## config.mk

```make
export PLATFORM = sky130hd
export DESIGN_NAME = daq_cmd_slave
export DESIGN_NICKNAME = d
export VERILOG_FILES = /design/src/rtl/daq_pkg.sv /design/src/rtl/daq_line_sync.sv /design/src/rtl/daq_ctrl_decode.sv /design/src/rtl/daq_link_fsm.sv /design/src/rtl/daq_cmd_slave.sv
export SDC_FILE = /design/constraint.sdc
export NUM_CORES = 1
export LEC_CHECK = 0
export ABC_CLOCK_PERIOD_IN_PS = 5200
export BUFFER_PORTS_ARGS = -buffer_cell sky130_fd_sc_hd__buf_2
export CAP_MARGIN = 20
export CORE_MARGIN = 3
export CORE_UTILIZATION = 50
export CTS_CLUSTER_SIZE = 20
export DETAILED_ROUTE_END_ITERATION = 7
export PLACE_DENSITY = 0.7
export SYNTH_ARGS = -nofsm -noshare
export SYNTH_HDL_FRONTEND = slang
export SYNTH_SLANG_ARGS = --single-unit
```

## constraint.sdc

```tcl
create_clock -name clk -period 5.2 [get_ports clk]
set_input_delay 0.26 -clock clk [delete_from_list [all_inputs] [get_ports clk]]
set_output_delay 0.26 -clock clk [all_outputs]
set_load 0.05 [all_outputs]
```

## src/rtl/daq_pkg.sv

```systemverilog
package daq_pkg;
  typedef enum logic [1:0] {
    PWR_NORMAL  = 2'd0,
    PWR_STANDBY = 2'd1,
    PWR_FULL    = 2'd2
  } pwr_mode_e;

  typedef struct packed {
    logic [2:0] chan;
    logic       range;
    logic       bipolar;
    pwr_mode_e  pwr;
  } daq_cfg_t;

  localparam logic [3:0] ADDR_NIBBLE = 4'b0101;
endpackage

```

## src/rtl/daq_line_sync.sv

```systemverilog
module daq_line_sync #(
  parameter int STAGES = 2,
  parameter logic RST_VAL = 1'b1
) (
  input  logic clk,
  input  logic rst,
  input  logic din,
  output logic lvl,
  output logic rise,
  output logic fall
);
  logic [STAGES:0] chain;

  always_ff @(posedge clk) begin
    if (rst) chain <= {(STAGES+1){RST_VAL}};
    else     chain <= {chain[STAGES-1:0], din};
  end

  assign lvl  = chain[STAGES-1];
  assign rise = chain[STAGES-1] & ~chain[STAGES];
  assign fall = ~chain[STAGES-1] & chain[STAGES];
endmodule

```

## src/rtl/daq_ctrl_decode.sv

```systemverilog
module daq_ctrl_decode
  import daq_pkg::*;
(
  input  logic [7:0] ctrl_byte,
  output daq_cfg_t   cfg
);
  always_comb begin
    cfg.chan    = ctrl_byte[6:4];
    cfg.range   = ctrl_byte[3];
    cfg.bipolar = ctrl_byte[2];
    unique case (ctrl_byte[1:0])
      2'b10:   cfg.pwr = PWR_STANDBY;
      2'b11:   cfg.pwr = PWR_FULL;
      default: cfg.pwr = PWR_NORMAL;
    endcase
  end
endmodule

```

## src/rtl/daq_link_fsm.sv

```systemverilog
module daq_link_fsm
  import daq_pkg::*;
#(
  parameter int RES_W = 12
) (
  input  logic             clk,
  input  logic             rst,
  input  logic             scl_lvl,
  input  logic             scl_rise,
  input  logic             scl_fall,
  input  logic             sda_lvl,
  input  logic             sda_rise,
  input  logic             sda_fall,
  input  logic [2:0]       strap,
  input  logic [RES_W-1:0] rd_word,
  output logic             sda_oe,
  output logic             ev_addr,
  output logic             ev_track,
  output logic             ev_stop,
  output logic             conv_start,
  output logic             ctrl_we,
  output logic [7:0]       ctrl_byte,
  output logic             rd_capture
);
  localparam int PAD = 16 - RES_W;

  typedef enum logic [1:0] {ST_IDLE, ST_ADDR, ST_WR, ST_RD} st_e;

  st_e        state;
  logic [3:0] bitcnt;
  logic [6:0] shreg;
  logic [1:0] byte_idx;
  logic       conv_pend;

  logic        start_c, stop_c;
  logic [15:0] frame;
  logic [3:0]  tx_sel;
  logic        tx_bit;
  logic [7:0]  rx_byte;

  assign start_c = scl_lvl & sda_fall;
  assign stop_c  = scl_lvl & sda_rise;
  assign frame   = {rd_word, {PAD{1'b0}}};
  assign tx_sel  = {byte_idx[0], bitcnt[2:0]};
  assign tx_bit  = (byte_idx < 2'd2) ? frame[~tx_sel] : 1'b1;
  assign rx_byte = {shreg, sda_lvl};

  always_ff @(posedge clk) begin
    ev_addr    <= 1'b0;
    ev_track   <= 1'b0;
    ev_stop    <= 1'b0;
    conv_start <= 1'b0;
    ctrl_we    <= 1'b0;
    rd_capture <= 1'b0;
    if (rst) begin
      state     <= ST_IDLE;
      bitcnt    <= '0;
      shreg     <= '0;
      byte_idx  <= '0;
      conv_pend <= 1'b0;
      sda_oe    <= 1'b0;
      ctrl_byte <= '0;
    end else if (start_c) begin
      state  <= ST_ADDR;
      bitcnt <= '0;
      sda_oe <= 1'b0;
    end else if (stop_c) begin
      state      <= ST_IDLE;
      sda_oe     <= 1'b0;
      ev_stop    <= 1'b1;
      conv_start <= conv_pend;
      conv_pend  <= 1'b0;
    end else if (state != ST_IDLE) begin
      if (scl_rise) begin
        if (bitcnt == 4'd8) begin
          bitcnt <= '0;
          if (state == ST_ADDR) state <= shreg[0] ? ST_RD : ST_WR;
          if (state == ST_RD && byte_idx != 2'd2) byte_idx <= byte_idx + 2'd1;
        end else begin
          bitcnt <= bitcnt + 4'd1;
          shreg  <= rx_byte[6:0];
          case (state)
            ST_ADDR: if (bitcnt == 4'd7) begin
              if (rx_byte[7:1] == {ADDR_NIBBLE, strap}) begin
                ev_addr    <= 1'b1;
                rd_capture <= sda_lvl;
                byte_idx   <= '0;
              end else begin
                state <= ST_IDLE;
              end
            end
            ST_WR: begin
              if (bitcnt == 4'd5 && shreg[4]) ev_track <= 1'b1;
              if (bitcnt == 4'd7) begin
                ctrl_byte <= rx_byte;
                ctrl_we   <= shreg[6];
                if (shreg[6]) conv_pend <= 1'b1;
              end
            end
            default: ;
          endcase
        end
      end else if (scl_fall) begin
        if (state == ST_RD) sda_oe <= (bitcnt != 4'd8) && !tx_bit;
        else                sda_oe <= (bitcnt == 4'd8);
      end
    end
  end


  conv_at_stop_chk: assert property (@(posedge clk) disable iff (rst)
    conv_start |-> ev_stop);

  track_single_chk: assert property (@(posedge clk) disable iff (rst)
    ev_track |=> !ev_track);

  addr_single_chk: assert property (@(posedge clk) disable iff (rst)
    ev_addr |=> !ev_addr);

  idle_release_chk: assert property (@(posedge clk) disable iff (rst)
    (state == ST_IDLE) |=> !sda_oe);
endmodule

```

## src/rtl/daq_cmd_slave.sv

```systemverilog
module daq_cmd_slave
  import daq_pkg::*;
#(
  parameter int RES_W    = 12,
  parameter int SYNC_STG = 2
) (
  input  logic             clk,
  input  logic             rst,
  input  logic             scl_i,
  input  logic             sda_i,
  output logic             sda_oe,
  input  logic [2:0]       strap,
  input  logic [RES_W-1:0] result_data,
  input  logic             result_load,
  output logic [2:0]       cfg_chan,
  output logic             cfg_range,
  output logic             cfg_bipolar,
  output logic [1:0]       cfg_pwr,
  output logic             ev_addr,
  output logic             ev_track,
  output logic             ev_stop,
  output logic             conv_start
);
  logic [1:0] bus_in, b_lvl, b_rise, b_fall;
  assign bus_in = {sda_i, scl_i};

  for (genvar g = 0; g < 2; g++) begin : g_sync
    daq_line_sync #(.STAGES(SYNC_STG), .RST_VAL(1'b1)) u_sync (
      .clk(clk), .rst(rst), .din(bus_in[g]),
      .lvl(b_lvl[g]), .rise(b_rise[g]), .fall(b_fall[g]));
  end

  logic             ctrl_we, rd_capture;
  logic [7:0]       ctrl_byte;
  logic [RES_W-1:0] result_q, rd_word;
  daq_cfg_t         cfg_d, cfg_q;

  daq_link_fsm #(.RES_W(RES_W)) u_fsm (
    .clk(clk), .rst(rst),
    .scl_lvl(b_lvl[0]), .scl_rise(b_rise[0]), .scl_fall(b_fall[0]),
    .sda_lvl(b_lvl[1]), .sda_rise(b_rise[1]), .sda_fall(b_fall[1]),
    .strap(strap), .rd_word(rd_word), .sda_oe(sda_oe),
    .ev_addr(ev_addr), .ev_track(ev_track), .ev_stop(ev_stop),
    .conv_start(conv_start), .ctrl_we(ctrl_we), .ctrl_byte(ctrl_byte),
    .rd_capture(rd_capture));

  daq_ctrl_decode u_dec (.ctrl_byte(ctrl_byte), .cfg(cfg_d));

  always_ff @(posedge clk) begin
    if (rst) begin
      cfg_q    <= '0;
      result_q <= '0;
      rd_word  <= '0;
    end else begin
      if (ctrl_we)     cfg_q    <= cfg_d;
      if (result_load) result_q <= result_data;
      if (rd_capture)  rd_word  <= result_q;
    end
  end

  assign cfg_chan    = cfg_q.chan;
  assign cfg_range   = cfg_q.range;
  assign cfg_bipolar = cfg_q.bipolar;
  assign cfg_pwr     = cfg_q.pwr;


  marker_gate_chk: assert property (@(posedge clk) disable iff (rst)
    ctrl_we |-> ctrl_byte[7]);

  cfg_hold_chk: assert property (@(posedge clk) disable iff (rst)
    !ctrl_we |=> $stable(cfg_q));

  snap_hold_chk: assert property (@(posedge clk) disable iff (rst)
    !rd_capture |=> $stable(rd_word));
endmodule

```

======== Yosys cells after proc, flatten, opt, wreduce, memory -nomap -nowiden ========
Cells that the tools add are included.
operators by class
  add/sub/neg operators ................... 2
  order comparisons ....................... 2
  eq/ne operators ......................... 15
  muxes and demuxes ....................... 31
  bitwise logic cells ..................... 20
  reductions and logical operators ........ 32
operators with widths
  cell                                                                          number
  2-bit two-way mux                                                             10
  1-bit two-way mux                                                             18
  2-bit nonzero test                                                            9
  8-bit OR reduction                                                            2
  5-bit AND reduction                                                           3
  7-bit AND reduction                                                           2
  1-bit inverter                                                                13
  3-bit nonzero test                                                            3
  9-bit OR reduction                                                            1
  2-bit == test, second input constant                                          4
  4-bit by 3-bit == test with 1-bit output, second input constant               2
  8-bit AND reduction                                                           1
  7-bit by 6-bit == test with 1-bit output                                      1
  7-bit OR reduction                                                            1
  1-bit AND                                                                     6
  3-bit AND reduction                                                           2
  3-bit OR reduction                                                            2
  4-bit by 5-bit less-than comparator with 1-bit output, second input constant  1
  4-bit by 1-bit adder with 4-bit output, second input constant                 1
  1-bit binary-select mux with 4-bit select                                     1
  4-bit == test, second input constant                                          1
  4-bit two-way mux                                                             1
  2-bit by 1-bit inequality test with 1-bit output, second input constant       2
  2-bit inequality test, second input constant                                  2
  11 further kinds                                                              13
storage, ports and cells
  bits in registers ....................... 67
  input port bits ......................... 20
  output and inout port bits .............. 12
  logic and storage cells ................. 124

======== Depth between registers and ports, before layout ========
  depth in word-level cells ............... 9
  mapped depth ............................ 8
  gate-level depth less buffers ........... 6

======== Cells and area by module ========
A second synthesis with hierarchy kept.
second synthesis, totals
  cells, all modules ...................... 274
  area, all modules ....................... 2752.6 µm²
by module, submodules not included
  module           times used  cells each  area an instance (µm²)  sequential area each (µm²)
  daq_link_fsm     1           152         1426.4                  620.6
  daq_cmd_slave    1           99          1087.3                  620.6
  daq_line_sync    2           8           92.6                    60.1
  daq_ctrl_decode  1           7           53.8                    0.0

======== Worst setup path after synthesis ========
No wires, ideal clock.
  path kind ............................... register to register
  start point ............................. register u_fsm.bitcnt[0]
  end point ............................... register u_fsm.shreg[0]
  library setup time ...................... 0.128 ns
  arrival ................................. 1.698 ns
  required time ........................... 5.072 ns
  slack ................................... 3.374 ns
  cell stages (with the launch flop) ...... 9
  buffers on the path ..................... 2
  period minus slack after synthesis ...... 1.826 ns
  cells stage by stage .................... dfxtp_1 buf_6 inv_1 ha_1 and3b_1 buf_2 nor4_4 mux2i_1 nor2_1
between the ends
  longest elaborated chain between the ends .. 3
RTL lines
  what                           RTL line            source
  start, declared                daq_link_fsm.sv:30  logic [3:0] bitcnt;
  start signal, assigned         daq_link_fsm.sv:80  bitcnt <= bitcnt + 4'd1;
  4-bit == test                  daq_link_fsm.sv:75  if (bitcnt == 4'd8) begin
  1-bit inverter (no line)       n/a
  5-bit AND reduction (no line)  n/a
  end signal, assigned           daq_link_fsm.sv:81  shreg <= rx_byte[6:0];
  end, declared                  daq_link_fsm.sv:31  logic [6:0] shreg;
Every way passes these cells.
A chain may end at the register's enable or synchronous reset.

======== Worst setup path after layout ========
  start point ............................. register u_fsm.bitcnt[0]
  end point ............................... register u_fsm.shreg[2]
Same word-level chain as after synthesis.

==> reports/summary.txt <==
WP buf/inv: 1
number of global-route vias before repair: 1893
Iteration-0 DRC Markers: 147
drt pass-1 iters: 4
HPWL Detailed: 3589 um
routed vias: 2059
Max H-tree Level: 3
Syn Area/Cell: 9.861 um^2
main combinational cell family by area after synthesis: simple AND/OR/NAND/NOR gates
Critical Path Start Type: flip-flop
clk_skew: 0.01119 ns
register area share after synthesis: 0.4756
compound-cell area share of the yosys netlist: 0.08252
Largest delay share family, worst path: simple AND/OR/NAND/NOR gates
DRT antenna net count: 0
Starting Density: 0.5351
initial antenna violation count: 0
Max Cap Violations: 0
Routed wire per std cell: 13.74 um
hold depth: 2
total die area: 6577 um^2
CTS tree: done
commonest cells after routing, fill and taps aside: dfxtp_1 (67), nor2_1 (45), mux2i_1 (39), buf_2 (31), nand3_1 (12)
Final GP Congestion: 0.8021
Slew @ Worst Pin: 1.034 ns
CP startpoint: u_fsm.bitcnt[0]
pwr dens: 307.3 nW/um^2
worst-skew pair later-pin latency: 0.33 ns
Yosys cell types: 46
Placement Setup Slack: 3.089 ns
WP data required: 5.37 ns
CTS Buffer Depth: 2
final number of hold-violating endpoints: 0
status: complete, no violations
Crit Path Category: reg2reg
RSZ-0062 raised after global routing: no
Post-layout nets: 334
final setup TNS: 0 ns
clock sink total: 67
fmax: 471.5 MHz
Synthesis Warnings: 0
Core Region: 5270 um^2
fraction of synthesized area in multiplexers: 0.1624
adder-cell share of the synthesized area: 0.01775
Worst Hold Launch: scl_i
fraction of synthesized cell area in xor and xnor cells: 0.02751
worst rel slew slack: 0.3104
Worst Hold Class: in2reg
Synth Flop Type: dfxtp_1
Final Critical Period: 2.121 ns
Die Ht: 81.10 um
cells after synthesis: 286
setup slack, reg-to-reg: 3.08 ns
Total Power: 0.0009665 W
# DRC: 0
Critical Path End Type: flip-flop
post-route cell area: 3146 um^2
setup repair bufs after CTS: 0
largest net degree at the start of global routing: 62
number of port buffers: 31
R2R depth: 6
CP cell instances: inv_1 > ha_1 > and3b_1 > nor4_4 > mux2i_1 > nor2_1
CTS Buf Count: 9
cell area after synthesis: 2820 um^2
GRT Residual Overflow: 0
Worst Hold End: g_sync[0].u_sync.chain[0]
vias per inst: 5.362
Die W: 81.10 um
Syn Nets: 310
placed cell area: 2970 um^2
leakage: 1.171 nW
Root Buffer: clkbuf_8
Slew Viols, Final: 0
Final setup viols: 0
final worst path period share: 0.4079
Post-synth EDFFs: 0
number of antenna diodes: 0
Synth Area in Simple Gates: 0.1921
worst flop-to-flop path startpoint: u_fsm.bitcnt[0]
worst setup margin: 3.079 ns
slowest stage delay, CP: 0.53 ns
Ports: 32
Peak VDD IR: 0.2263 mV
asr flop ratio synth: 0
row count: 26
most common cell after layout, fill and taps aside: dfxtp_1
share of cells above drive strength 1: 0.1783
final WL: 5275 um
first-pass GRT wire length: 9232 um
slowest CP cell: dfxtp_1
hold_buf cts: 0
cts repair resizes: 0
CP max FO: 8
RR Endpoint: u_fsm.shreg[2]
Worst EP arrival: 2.29 ns
Reg clk slew, reported paths: 0.07 ns
Area Growth Syn to Fin: 11.54%
Total GRT Usage: 0.1823
flops & latches, synth: 67
metrics by stage:
stage,util,hold slack [ns],cells
after floorplan,-,0.3638,286
after global placement,0.5636,0.3924,369
after detailed placement,0.5636,0.3940,369
after CTS,0.5969,0.09127,384
after global routing,0.5969,0.09299,384
final,0.5969,0.1067,384
final cells by class:
cell class | instances | area [um^2]
clock buffers | 12 | 135.1
clock inverters | 3 | 40.04
fillers | 470 | 2125
inverters | 7 | 26.28
multi-input cells | 194 | 1360
flip-flops and latches | 67 | 1341
well taps | 70 | 87.58
repair buffers | 31 | 155.1
cells in the mapped netlist (2+ instances only):
cell	instances	area, um^2
ha_1	4	50.05
buf_6	2	22.52
clkbuf_1	10	37.54
and4_1	2	17.52
o21ai_0	11	55.05
nand4_1	2	12.51
nor3_1	6	30.03
dfxtp_1	67	1341
a41oi_1	2	17.52
nor4_1	4	25.02
and3b_1	2	17.52
nand2b_1	4	25.02
a21oi_1	11	55.05
buf_1	2	7.510
inv_1	7	26.28
a211oi_1	2	15.01
nand3_1	12	60.06
or2_2	6	37.54
mux4_2	3	67.56
buf_4	2	15.01
nand3b_1	2	15.01
nand2_1	5	18.77
a31oi_1	2	12.51
buf_2	2	10.01
nor2_1	45	168.9
mux2i_1	39	390.4
nor2b_1	5	31.28
xnor2_1	7	61.31
flip-flops by register name, summed over array words and instances, names as in the netlist, 2 cells and up:
name	cells
g_sync.u_sync.chain	6
cfg_pwr	2
u_fsm.ctrl_byte	7
rd_word	12
u_fsm.state	2
u_fsm.byte_idx	2
u_fsm.shreg	7
cfg_chan	3
result_q	12
u_fsm.bitcnt	4
cell families (layout without fill, tap and decap cells):
kind of cell | Yosys count | count (layout)
adders and majority gates | 4 | 4
muxes | 42 | 42
DFF | 67 | 67
xor gates and xnor gates | 8 | 8
buffers and inverters | 25 | 53
AOI/OAI and AO/OA | 37 | 37
and+or+nand+nor | 103 | 103
metal layers:
metal,track usage,vias to the layer above,part of all wire
li1,-,1056,-
met1,0.2477,939,0.48
met2,0.2709,60,0.46
met3,0.07095,4,0.059
met4,0.04730,0,0.0055
met5,0,-,0
how the worst max path moves through the flow:
stage	endpoint	slack, ns	depth (start not counted)
global placement	u_fsm.shreg[6]	3.18	6
floorplan	u_fsm.shreg[0]	3.37	8
detailed placement	u_fsm.shreg[2]	3.09	6
CTS	u_fsm.shreg[2]	3.07	6
finish	u_fsm.shreg[2]	3.08	6
global route	u_fsm.shreg[3]	2.90	6
worst reg2reg max path: cells and delay by family (launching register included):
kind	cells	cell delay [ns]
multiplexers	1	0.27
AND/OR/NAND/NOR	3	0.85
buffers and inverters	1	0.08
adder cells (fa/ha/maj)	1	0.23
flip-flops	1	0.53
report_power, final:
part           switching, W  leakage [nW]  internal, W
Clock              0.000174        0.0902     0.000218
Sequential       0.00000756         0.543     0.000522
Combinational     0.0000246         0.538    0.0000198
(Power assumes the default switching activity.)
